## config.mk

```make
export PLATFORM = sky130hd
export DESIGN_NAME = ctl_bank
export DESIGN_NICKNAME = d
export VERILOG_FILES = /design/src/rtl/ctl_bank_pkg.sv /design/src/rtl/ctl_sync.sv /design/src/rtl/ctl_frame_shift.sv /design/src/rtl/ctl_reg_file.sv /design/src/rtl/ctl_bank.sv
export SDC_FILE = /design/constraint.sdc
export NUM_CORES = 1
export LEC_CHECK = 0
export BUFFER_PORTS_ARGS = -buffer_cell sky130_fd_sc_hd__buf_2
export CAP_MARGIN = 20
export CORE_MARGIN = 2
export CORE_UTILIZATION = 48
export DETAILED_ROUTE_END_ITERATION = 10
export PLACE_DENSITY = 0.71
export SYNTH_ARGS = -nofsm -noshare
export SYNTH_HDL_FRONTEND = slang
export SYNTH_SLANG_ARGS = --single-unit
```

## constraint.sdc

```tcl
create_clock -name clk -period 1.5 [get_ports clk]
set_clock_uncertainty 0.15 [all_clocks]
set_input_delay 0.075 -clock clk [delete_from_list [all_inputs] [get_ports clk]]
set_output_delay 0.075 -clock clk [all_outputs]
set_load 0.1 [all_outputs]
```

## src/rtl/ctl_bank_pkg.sv

```systemverilog
package ctl_bank_pkg;

    localparam int DATA_W    = 14;
    localparam int ADDR_W    = 2;
    localparam int FRAME_W   = DATA_W + ADDR_W;
    localparam int NUM_REGS  = 3;
    localparam int TEST_ADDR = 2;
    localparam int RSV_LSB   = 6;
    localparam int TM_W      = 3;
    localparam int SYNC_LEN  = 2;

    typedef logic [DATA_W-1:0] word_t;

    // Data occupies the high part because it is shifted in first.
    typedef struct packed {
        word_t             data;
        logic [ADDR_W-1:0] addr;
    } frame_t;

    function automatic word_t scrub_rsv(word_t w);
        word_t keep;
        keep = '0;
        keep[RSV_LSB-1:0] = '1;
        return w & keep;
    endfunction

    function automatic logic rsv_hit(word_t w);
        return |(w >> RSV_LSB);
    endfunction

endpackage

```

## src/rtl/ctl_sync.sv

```systemverilog
module ctl_sync #(
    parameter int W      = 1,
    parameter int STAGES = 2
) (
    input  logic         clk,
    input  logic         rst,
    input  logic [W-1:0] d,
    output logic [W-1:0] q,
    output logic [W-1:0] q_d
);
    logic [W-1:0] pipe [STAGES+1];

    always_ff @(posedge clk) begin
        if (rst) begin
            for (int i = 0; i <= STAGES; i++) pipe[i] <= '0;
        end else begin
            pipe[0] <= d;
            for (int i = 1; i <= STAGES; i++) pipe[i] <= pipe[i-1];
        end
    end

    assign q   = pipe[STAGES-1];
    assign q_d = pipe[STAGES];
endmodule

```

## src/rtl/ctl_frame_shift.sv

```systemverilog
module ctl_frame_shift #(
    parameter int FRAME_W = 16,
    localparam int CNT_W  = $clog2(FRAME_W + 1)
) (
    input  logic               clk,
    input  logic               rst,
    input  logic               win_open,
    input  logic               shift_en,
    input  logic               bit_in,
    output logic [FRAME_W-1:0] frame,
    output logic               full
);
    logic [CNT_W-1:0] cnt;

    assign full = (cnt == CNT_W'(FRAME_W));

    always_ff @(posedge clk) begin
        if (rst) begin
            frame <= '0;
            cnt   <= '0;
        end else if (win_open) begin
            cnt <= '0;
        end else if (shift_en) begin
            frame <= {frame[FRAME_W-2:0], bit_in};
            if (!full) cnt <= cnt + 1'b1;
        end
    end
endmodule

```

## src/rtl/ctl_reg_file.sv

```systemverilog
module ctl_reg_file
    import ctl_bank_pkg::*;
#(
    parameter int N_REGS = NUM_REGS,
    parameter int T_ADDR = TEST_ADDR
) (
    input  logic              clk,
    input  logic              rst,
    input  logic              commit,
    input  frame_t            frm,
    output word_t             regs [N_REGS],
    output logic [N_REGS-1:0] written,
    output logic              rsv_flag
);
    for (genvar g = 0; g < N_REGS; g++) begin : g_reg
        logic hit;
        assign hit = commit && (frm.addr == ADDR_W'(g));
        always_ff @(posedge clk) begin
            if (rst) begin
                regs[g]    <= '0;
                written[g] <= 1'b0;
            end else if (hit) begin
                regs[g]    <= (g == T_ADDR) ? scrub_rsv(frm.data) : frm.data;
                written[g] <= 1'b1;
            end
        end
    end

    always_ff @(posedge clk) begin
        if (rst)
            rsv_flag <= 1'b0;
        else if (commit && frm.addr == ADDR_W'(T_ADDR) && rsv_hit(frm.data))
            rsv_flag <= 1'b1;
    end
endmodule

```

## src/rtl/ctl_bank.sv

```systemverilog
module ctl_bank
    import ctl_bank_pkg::*;
(
    input  logic              clk,
    input  logic              rst,
    input  logic              ser_clk,
    input  logic              ser_data,
    input  logic              ser_load,
    input  logic              en_req,
    output logic [DATA_W-1:0] cfg_a_q,
    output logic [DATA_W-1:0] cfg_b_q,
    output logic [DATA_W-1:0] test_q,
    output logic [TM_W-1:0]   dig_test_mode,
    output logic [TM_W-1:0]   ana_test_mode,
    output logic              cfg_ready,
    output logic              short_err,
    output logic              seq_err,
    output logic              rsv_warn
);
    logic [2:0] s_q, s_qd;
    logic       sclk_rise, load_lvl, load_rise, load_fall;
    logic [FRAME_W-1:0] frame_bits;
    logic       frame_full;
    word_t      regs [NUM_REGS];
    logic [NUM_REGS-1:0] written;

    ctl_sync #(.W(3), .STAGES(SYNC_LEN)) i_sync (
        .clk (clk),
        .rst (rst),
        .d   ({ser_data, ser_load, ser_clk}),
        .q   (s_q),
        .q_d (s_qd)
    );

    assign sclk_rise = s_q[0] & ~s_qd[0];
    assign load_lvl  = s_q[1];
    assign load_rise = s_q[1] & ~s_qd[1];
    assign load_fall = ~s_q[1] & s_qd[1];

    ctl_frame_shift #(.FRAME_W(FRAME_W)) i_shift (
        .clk      (clk),
        .rst      (rst),
        .win_open (load_rise),
        .shift_en (sclk_rise & load_lvl),
        .bit_in   (s_q[2]),
        .frame    (frame_bits),
        .full     (frame_full)
    );

    ctl_reg_file #(.N_REGS(NUM_REGS), .T_ADDR(TEST_ADDR)) i_regs (
        .clk      (clk),
        .rst      (rst),
        .commit   (load_fall & frame_full),
        .frm      (frame_t'(frame_bits)),
        .regs     (regs),
        .written  (written),
        .rsv_flag (rsv_warn)
    );

    assign cfg_a_q       = regs[0];
    assign cfg_b_q       = regs[1];
    assign test_q        = regs[TEST_ADDR];
    assign dig_test_mode = regs[TEST_ADDR][2*TM_W-1:TM_W];
    assign ana_test_mode = regs[TEST_ADDR][TM_W-1:0];
    assign cfg_ready     = written[0] & written[1];

    always_ff @(posedge clk) begin
        if (rst) begin
            short_err <= 1'b0;
            seq_err   <= 1'b0;
        end else begin
            if (load_fall && !frame_full) short_err <= 1'b1;
            if (en_req && !cfg_ready)     seq_err   <= 1'b1;
        end
    end
endmodule

```

==> impl_metrics.ini, run 1 <==
[run_status]
status = complete, but fails checks
violations = negative setup slack

[yosys]
synth_edf_count = 0
async_reset_ff_share_pct = 0
synth_top_cell_by_area = dfxtp_1
syn_inst = 316
synth-seq-cells = 68
synth-main-ff-cell = dfxtp_1
synth.area.top_cells = dfxtp_1, a21oi_1, nand3_1
syn_area_sq_um = 2700
syn_area_per_cell_sq_um = 8.545
ys.warnings.count = 0
yosysTopAreaCellShare_pct = 50.42
yosysSeqAreaShare_pct = 50.42
synth_cell_types = 30

[finish]
fin_util_pct = 68.31
areaGrowthSynthToFinish_pct = 38.46
fin_nets = 398
final_cell_count_no_fill = 467
layout-drive-gt1-share_pct = 38.48
n_antenna_cell = 0

[grt]
grt_usage_pct = 23.35
antenna_found_initial = 0
grt_use_met1_pct = 29.27
grt_max_degree = 31
grt_pass1_wl_um = 11100
grt_pass1_vias = 2296
grt-busiest-layer = met2
use_met2_pct = 37.54
gr-total-overflow = 0
met3_usage_pct = 7.841

[placed_design]
dp_hpwl_um = 4089
port-buffer-count = 49
gp_congestion = 0.7658
dpl.cell_count = 433
place_ws_ps = -99.10

[detailed_routing]
drtPass1Iterations = 5
drtIter0Drc = 169
viasPerCell = 5.364
vias = 2505
wl_per_cell_um = 15.05
drc = 0
antenna_left = 0
wirelength_um = 7030

[timing]
final_max_slew_viol_count = 0
final.min_clock_period_ps = 1602
hold_viol_final = 0
rsz0062_at_grt = yes
slew_headroom_pct = 66.08
setup_violations = 34
worst-slew-pin-transition_ps = 512.3
timing.fmax_mhz = 624.3
finalCritPeriodShare_pct = 106.8
setup_ws_ps = -101.8

[die]
initial_core_util_pct = 49.34
die_x_um = 79
die_h_um = 79
row_count = 27
core_sq_um = 5473
die_area_sq_um = 6241
num_io_pins = 58

[cts]
clock_path_buffers = 2
clkSinkCount = 68
cts_tree = yes
clockRootBuffer = clkbuf_8
cts_inserted_buffers = 9
clk_pin_slew_worst_paths_ps = 70
clock_latency_ps = 350
htree_levels = 3

[pwr]
p_per_area_nw_per_um2 = 996.3
irDropWorstVdd_uv = 792.8
leakagePower_nw = 1.436

[critical_path]
path_cells = inv_2 -> ha_4 -> and4bb_4 -> buf_12 -> buf_12 -> nand3_1 -> a21oi_1
r2r_cells = 7
cpMaxStageDelayCell = dfxtp_2
critPathKind = reg -> reg
worstPathArrival_ps = 1730
cp_common_cell = buf_12
critical-path-max-stage-delay_ps = 330
cp-end-kind = flip-flop
startpoint_type = flip-flop
required_ps = 1630
critPathMaxFanout = 8

[hold_path]
hold_path_class = reg -> reg
hold_depth = 2

[run]
maxCapViolCount = 0
[kinds of logic after synthesis]
kind of cell,after synthesis,synth area share (%)
AND/OR/NAND/NOR,102,20.85
AO/OA/AOI/OAI,100,18.91
flip-flops,68,50.42
buffers and inverters,43,8.758
adder cells (fa/ha/maj),2,0.9266
other,1,0.1389
[timing repair]
| action | 4_1_cts | 5_1_grt |
|---|---|---|
| pin swaps | 9 | 14 |
| cloned | 2 | 0 |
| setup buffers | 5 | 4 |
| hold buffers | 8 | 0 |
| setup endpoints to repair | 35 | 43 |
| hold endpoints to repair | 12 | 0 |
| gates resized for setup | 16 | 48 |
[metrics by stage]
| stage | hold slack [ps] | TNS, ps | power, mW | instance area (sq um) |
|---|---|---|---|---|
| after floorplan | 53.18 | 0 | 2.036 | 2760 |
| after global placement | 140.6 | -30.42 | 2.046 | 3095 |
| after detailed placement | 138.0 | -1671 | 2.047 | 3095 |
| after CTS | 287.0 | -659.9 | 3.736 | 3573 |
| after global routing | 302.1 | -3476 | 3.842 | 3739 |
| final | 281.8 | -1359 | 3.725 | 3739 |
[state kept, by name, indices dropped and copies added (netlist names)]
| register | flops |
|---|---|
| i_regs.rsv_flag | 1 |
| i_shift.frame | 16 |
| short_err | 1 |
| i_regs.regs | 34 |
| i_shift.cnt | 5 |
| i_sync.pipe | 8 |
| seq_err | 1 |
| i_regs.written | 2 |
[placed cells by master (no fill, tap or decap), types with 2 or more instances in the layout]
cell and count:
a21oi_1 44, a21oi_2 14, and4bb_2 2, buf_12 6, buf_2 48, buf_4 25
buf_6 4, bufinv_16 2, clkbuf_8 10, clkinv_2 2, clkinv_4 2, conb_1 8
dfxtp_1 58, dfxtp_2 10, dlygate4sd3_1 8, inv_1 3, inv_2 2, nand2_1 35
nand3_1 25, nand3_2 11, nand4b_1 2, nand4bb_1 2, nor2_1 5, nor2b_1 7
nor4_1 2, o21ai_0 11, o21ai_1 24, o21ai_2 4, or3_1 3
[worst paths after layout]
path | from | to | slack [ps]
hold / removal | i_sync.pipe[0][5]$_SDFF_PP0_ | i_shift.frame[0]$_SDFFE_PP0P_ | 280
setup reg to reg | i_shift.cnt[0]$_SDFFE_PP0P_ | i_regs.regs[3]$_SDFFE_PP0P_ | -100
setup / recovery | i_shift.cnt[0]$_SDFFE_PP0P_ | i_regs.regs[3]$_SDFFE_PP0P_ | -100
hold reg to reg | i_sync.pipe[0][5]$_SDFF_PP0_ | i_shift.frame[0]$_SDFFE_PP0P_ | 280
[worst max-delay path, delay by kind of cell (launching register included)]
kind                       cells  cell delay, ps
and+or+nand+nor                2             430
adders and majority gates      1             160
AOI/OAI and AO/OA              1             140
buffers and inverters          3             320
DFF                            1             330
[synthesized netlist by cell type, types with 2 or more instances]
| library cell | instances |
|---|---|
| nor4_1 | 2 |
| nand4bb_1 | 3 |
| buf_4 | 14 |
| buf_2 | 11 |
| nand2_1 | 35 |
| dfxtp_1 | 68 |
| nand4b_1 | 2 |
| clkbuf_1 | 11 |
| inv_1 | 5 |
| nor2b_1 | 7 |
| ha_1 | 2 |
| o21ai_0 | 28 |
| a21oi_1 | 58 |
| and4bb_2 | 3 |
| or3_1 | 3 |
| o21ai_1 | 10 |
| nor2_1 | 5 |
| nand3_1 | 37 |
[power by group]
part           total [mW]  switching, mW  internal [mW]
logic               0.211          0.165         0.0469
clock network        1.69          0.711          0.980
registers            1.82        0.00590           1.82
[layer usage]
layer / routed length [um] / share of wire (%)
met5: 0 / 0
met4: 126 / 1.8
met3: 446 / 6.3
met2: 3471 / 49
met1: 2985 / 42
[layout make-up]
cell class              count  area, sq um
inverters                   5        18.77
repair buffers             94        723.2
fillers                   427         1734
flip-flops and latches     68         1374
clock buffers              10        137.6
well taps                  72        90.09
multi-input cells         212         1308
clock inverters             6        87.58
Note: power is estimated with default switching activity, not from simulation.
==> inputs of run 2 (changes only) <==
ABC_AREA = 1   (was unset)
==> run 2 against run 1 <==
Net effect: the run still ends with negative setup slack left; via count fell by 8.5%; clock power down 15%; sequential power barely moved; final cell count up 7.9%; register-to-register slack improved by 30 ps; synthesized cell count rose by 16%; first-iteration DRC count decreased by 27%; core utilization down 5.1 points; critical path depth increased by 4; sequential cell count unchanged; total power down 6.5%; critical endpoint is now i_regs.regs[16]$_SDFFE_PP0P_.
==> impl_metrics.ini, run 2 <==
[run_status]
status = complete, but fails checks
violations = negative setup slack

[timing]
hold_viol_final = 0
setup_ws_ps = -74.59
timing.fmax_mhz = 635.1
final.min_clock_period_ps = 1575
rsz0062_at_grt = yes
setup_violations = 14
finalCritPeriodShare_pct = 105.0
final_max_slew_viol_count = 0

[detailed_routing]
wirelength_um = 5271
antenna_left = 0
drtIter0Drc = 123
drtPass1Iterations = 4
wl_per_cell_um = 10.46
vias = 2291
viasPerCell = 4.546
drc = 0

[finish]
final_common_cell = nor2_1
layout-drive-gt1-share_pct = 25.69
fillCellCount = 504
n_antenna_cell = 0
fin_nets = 436
largest_reg_flops = 34
regMostFlops = i_regs.regs
fin_util_pct = 63.19
layout_common_cells = nor2_1, nand2_1, dfxtp_1
postLayoutCellArea_sq_um = 3458
reg.largest.list = i_regs.regs (34), i_shift.frame (16), i_sync.pipe (8)
areaGrowthSynthToFinish_pct = 27.37

[die]
die_x_um = 79.21
row_count = 27
die_h_um = 79.21
num_io_pins = 58
core_sq_um = 5473
initial_core_util_pct = 49.61
die_area_sq_um = 6274

[yosys]
syn_area_sq_um = 2715
synth-seq-cells = 68
synth-main-ff-cell = dfxtp_1
synth_top_cell_by_area = dfxtp_1
synth.area.top_cells = dfxtp_1, nand2_1, nor2_1
yosysSeqAreaShare_pct = 50.14
yosysTopAreaCellShare_pct = 50.14
syn_inst = 368
synth_most_common_cell = nand2_1
synth_commonest_cells = nand2_1, nor2_1, dfxtp_1
ys.warnings.count = 0
synth_edf_count = 0
syn_area_per_cell_sq_um = 7.378
synth_cell_types = 20
async_reset_ff_share_pct = 0

[critical_path]
required_ps = 1580
cp-end-kind = flip-flop
crit_buf_inv = 4
critPathMaxFanout = 5
path_cells = inv_2 -> ha_4 -> nand2_2 -> inv_2 -> nand3_4 -> nor2_4 -> buf_12 -> clkbuf_16 -> nand2_2 -> nand2_1 -> nor2_1
cp_top_family = simple AND/OR/NAND/NOR gates
cpMaxStageDelayCell = dfxtp_2
critical-path-max-stage-delay_ps = 320
critPathKind = reg -> reg
worstPathArrival_ps = 1660
startpoint_type = flip-flop

[placed_design]
place_area_sq_um = 3018
port-buffer-count = 49
dp_hpwl_um = 3333
place_ws_ps = -64.25
gp_congestion = 0.7500

[grt]
grt-busiest-layer = met2
use_met2_pct = 26.95
grt_pass1_wl_um = 8397
grt_max_degree = 51
grt_use_met1_pct = 21.39
grt_usage_pct = 17.04
gr-total-overflow = 0
met3_usage_pct = 4.091
antenna_found_initial = 0
grt_pass1_vias = 2002

[pwr]
p_int_mw = 2.675
irDropWorstVdd_uv = 628.3
p_per_area_nw_per_um2 = 1006
combPwrFrac_pct = 6.4
p_seq_share_pct = 52.4
clock_power_share_pct = 41.2
p_total_mw = 3.481
p_sw_mw = 0.8055
p_sw_share_pct = 23.14
leakagePower_nw = 1.565

[cts]
clock_latency_ps = 330
clockRootBuffer = clkbuf_8
htree_levels = 3
cts_tree = yes
clock_path_buffers = 2
clk_pin_slew_worst_paths_ps = 70
clkSinkCount = 68
cts_inserted_buffers = 9

[run]
maxCapViolCount = 0

[hold_path]
hold_path_class = reg -> reg
run 2: changes by cell type in the layout (fill, tap and decap cells not counted), sizes merged, moves of 23 or more:
cell   previous run  this run
nand2            35        90
inv               5        35
a21oi            58        25
nand3            37         3
buf              85        62
nor2              5        92
run 2: final cells by class:
| cell class | instances | area, sq um | area share (%) |
|---|---|---|---|
| Inverter | 35 | 131.4 | 3.799 |
| Clock inverter | 2 | 35.03 | 1.013 |
| Tap cell | 72 | 90.09 | 2.605 |
| Sequential cell | 68 | 1371 | 39.65 |
| Timing Repair Buffer | 73 | 585.6 | 16.93 |
| Multi-Input combinational cell | 241 | 1096 | 31.69 |
| Clock buffer | 13 | 148.9 | 4.305 |
run 2: timing repair:
item,4_1_cts,5_1_grt
setup endpoints to repair,30,46
endpoints found under the hold margin,13,0
gates cloned,0,2
pin swaps,0,1
hold buffers,8,0
resized for setup,3,26
setup buffers,0,3
run 2: power groups by stage:
| stage | Combinational [mW] | Clock, mW | Sequential, mW |
|---|---|---|---|
| after floorplan | 0.169 | 0 | 1.88 |
| after global placement | 0.202 | 0 | 1.86 |
| after detailed placement | 0.204 | 0 | 1.86 |
| after CTS | 0.220 | 1.48 | 1.82 |
| after global routing | 0.240 | 1.55 | 1.82 |
| final | 0.222 | 1.44 | 1.82 |
run 2: cell families after synthesis:
family / share of synthesized area, %
AO/OA/AOI/OAI: 7.742
XOR/XNOR: 0.3226
adder cells (fa/ha/maj): 0.9215
buffers and inverters: 12.67
flip-flops: 50.14
other: 0.1381
AND/OR/NAND/NOR: 28.06
run 2: worst register-to-register path, stage by stage (launching register included):
cell	delay, ps
dfxtp_2	320
inv_2	70
ha_4	130
nand2_2	50
inv_2	70
nand3_4	110
nor2_4	150
buf_12	130
clkbuf_16	150
nand2_2	50
nand2_1	60
nor2_1	40
run 2: routing by layer:
metal,share of wire (%),routed length (um)
met1,47,2491
met2,47,2456
met3,4.7,247
met4,1.4,76
met5,0,0
run 2: worst paths after layout:
kind | slack (ps) | startpoint | endpoint | cells past startpoint
max | -70 | i_shift.cnt[0]$_SDFFE_PP0P_ | i_regs.regs[16]$_SDFFE_PP0P_ | 11
min | 250 | i_sync.pipe[0][1]$_SDFF_PP0_ | i_sync.pipe[0][4]$_SDFF_PP0_ | 2
max reg2reg | -70 | i_shift.cnt[0]$_SDFFE_PP0P_ | i_regs.regs[16]$_SDFFE_PP0P_ | 11
min reg2reg | 250 | i_sync.pipe[0][1]$_SDFF_PP0_ | i_sync.pipe[0][4]$_SDFF_PP0_ | 2
run 2: per-stage QoR:
step	hold WS, ps	setup TNS, ps	std cells
6_report	254.5	-575.5	504
3_5_place_dp	131.0	-573.3	476
4_1_cts	254.5	-54.28	499
2_1_floorplan	-5.934	0	375
5_1_grt	276.0	-2612	504
3_3_place_gp	122.8	-281.4	476
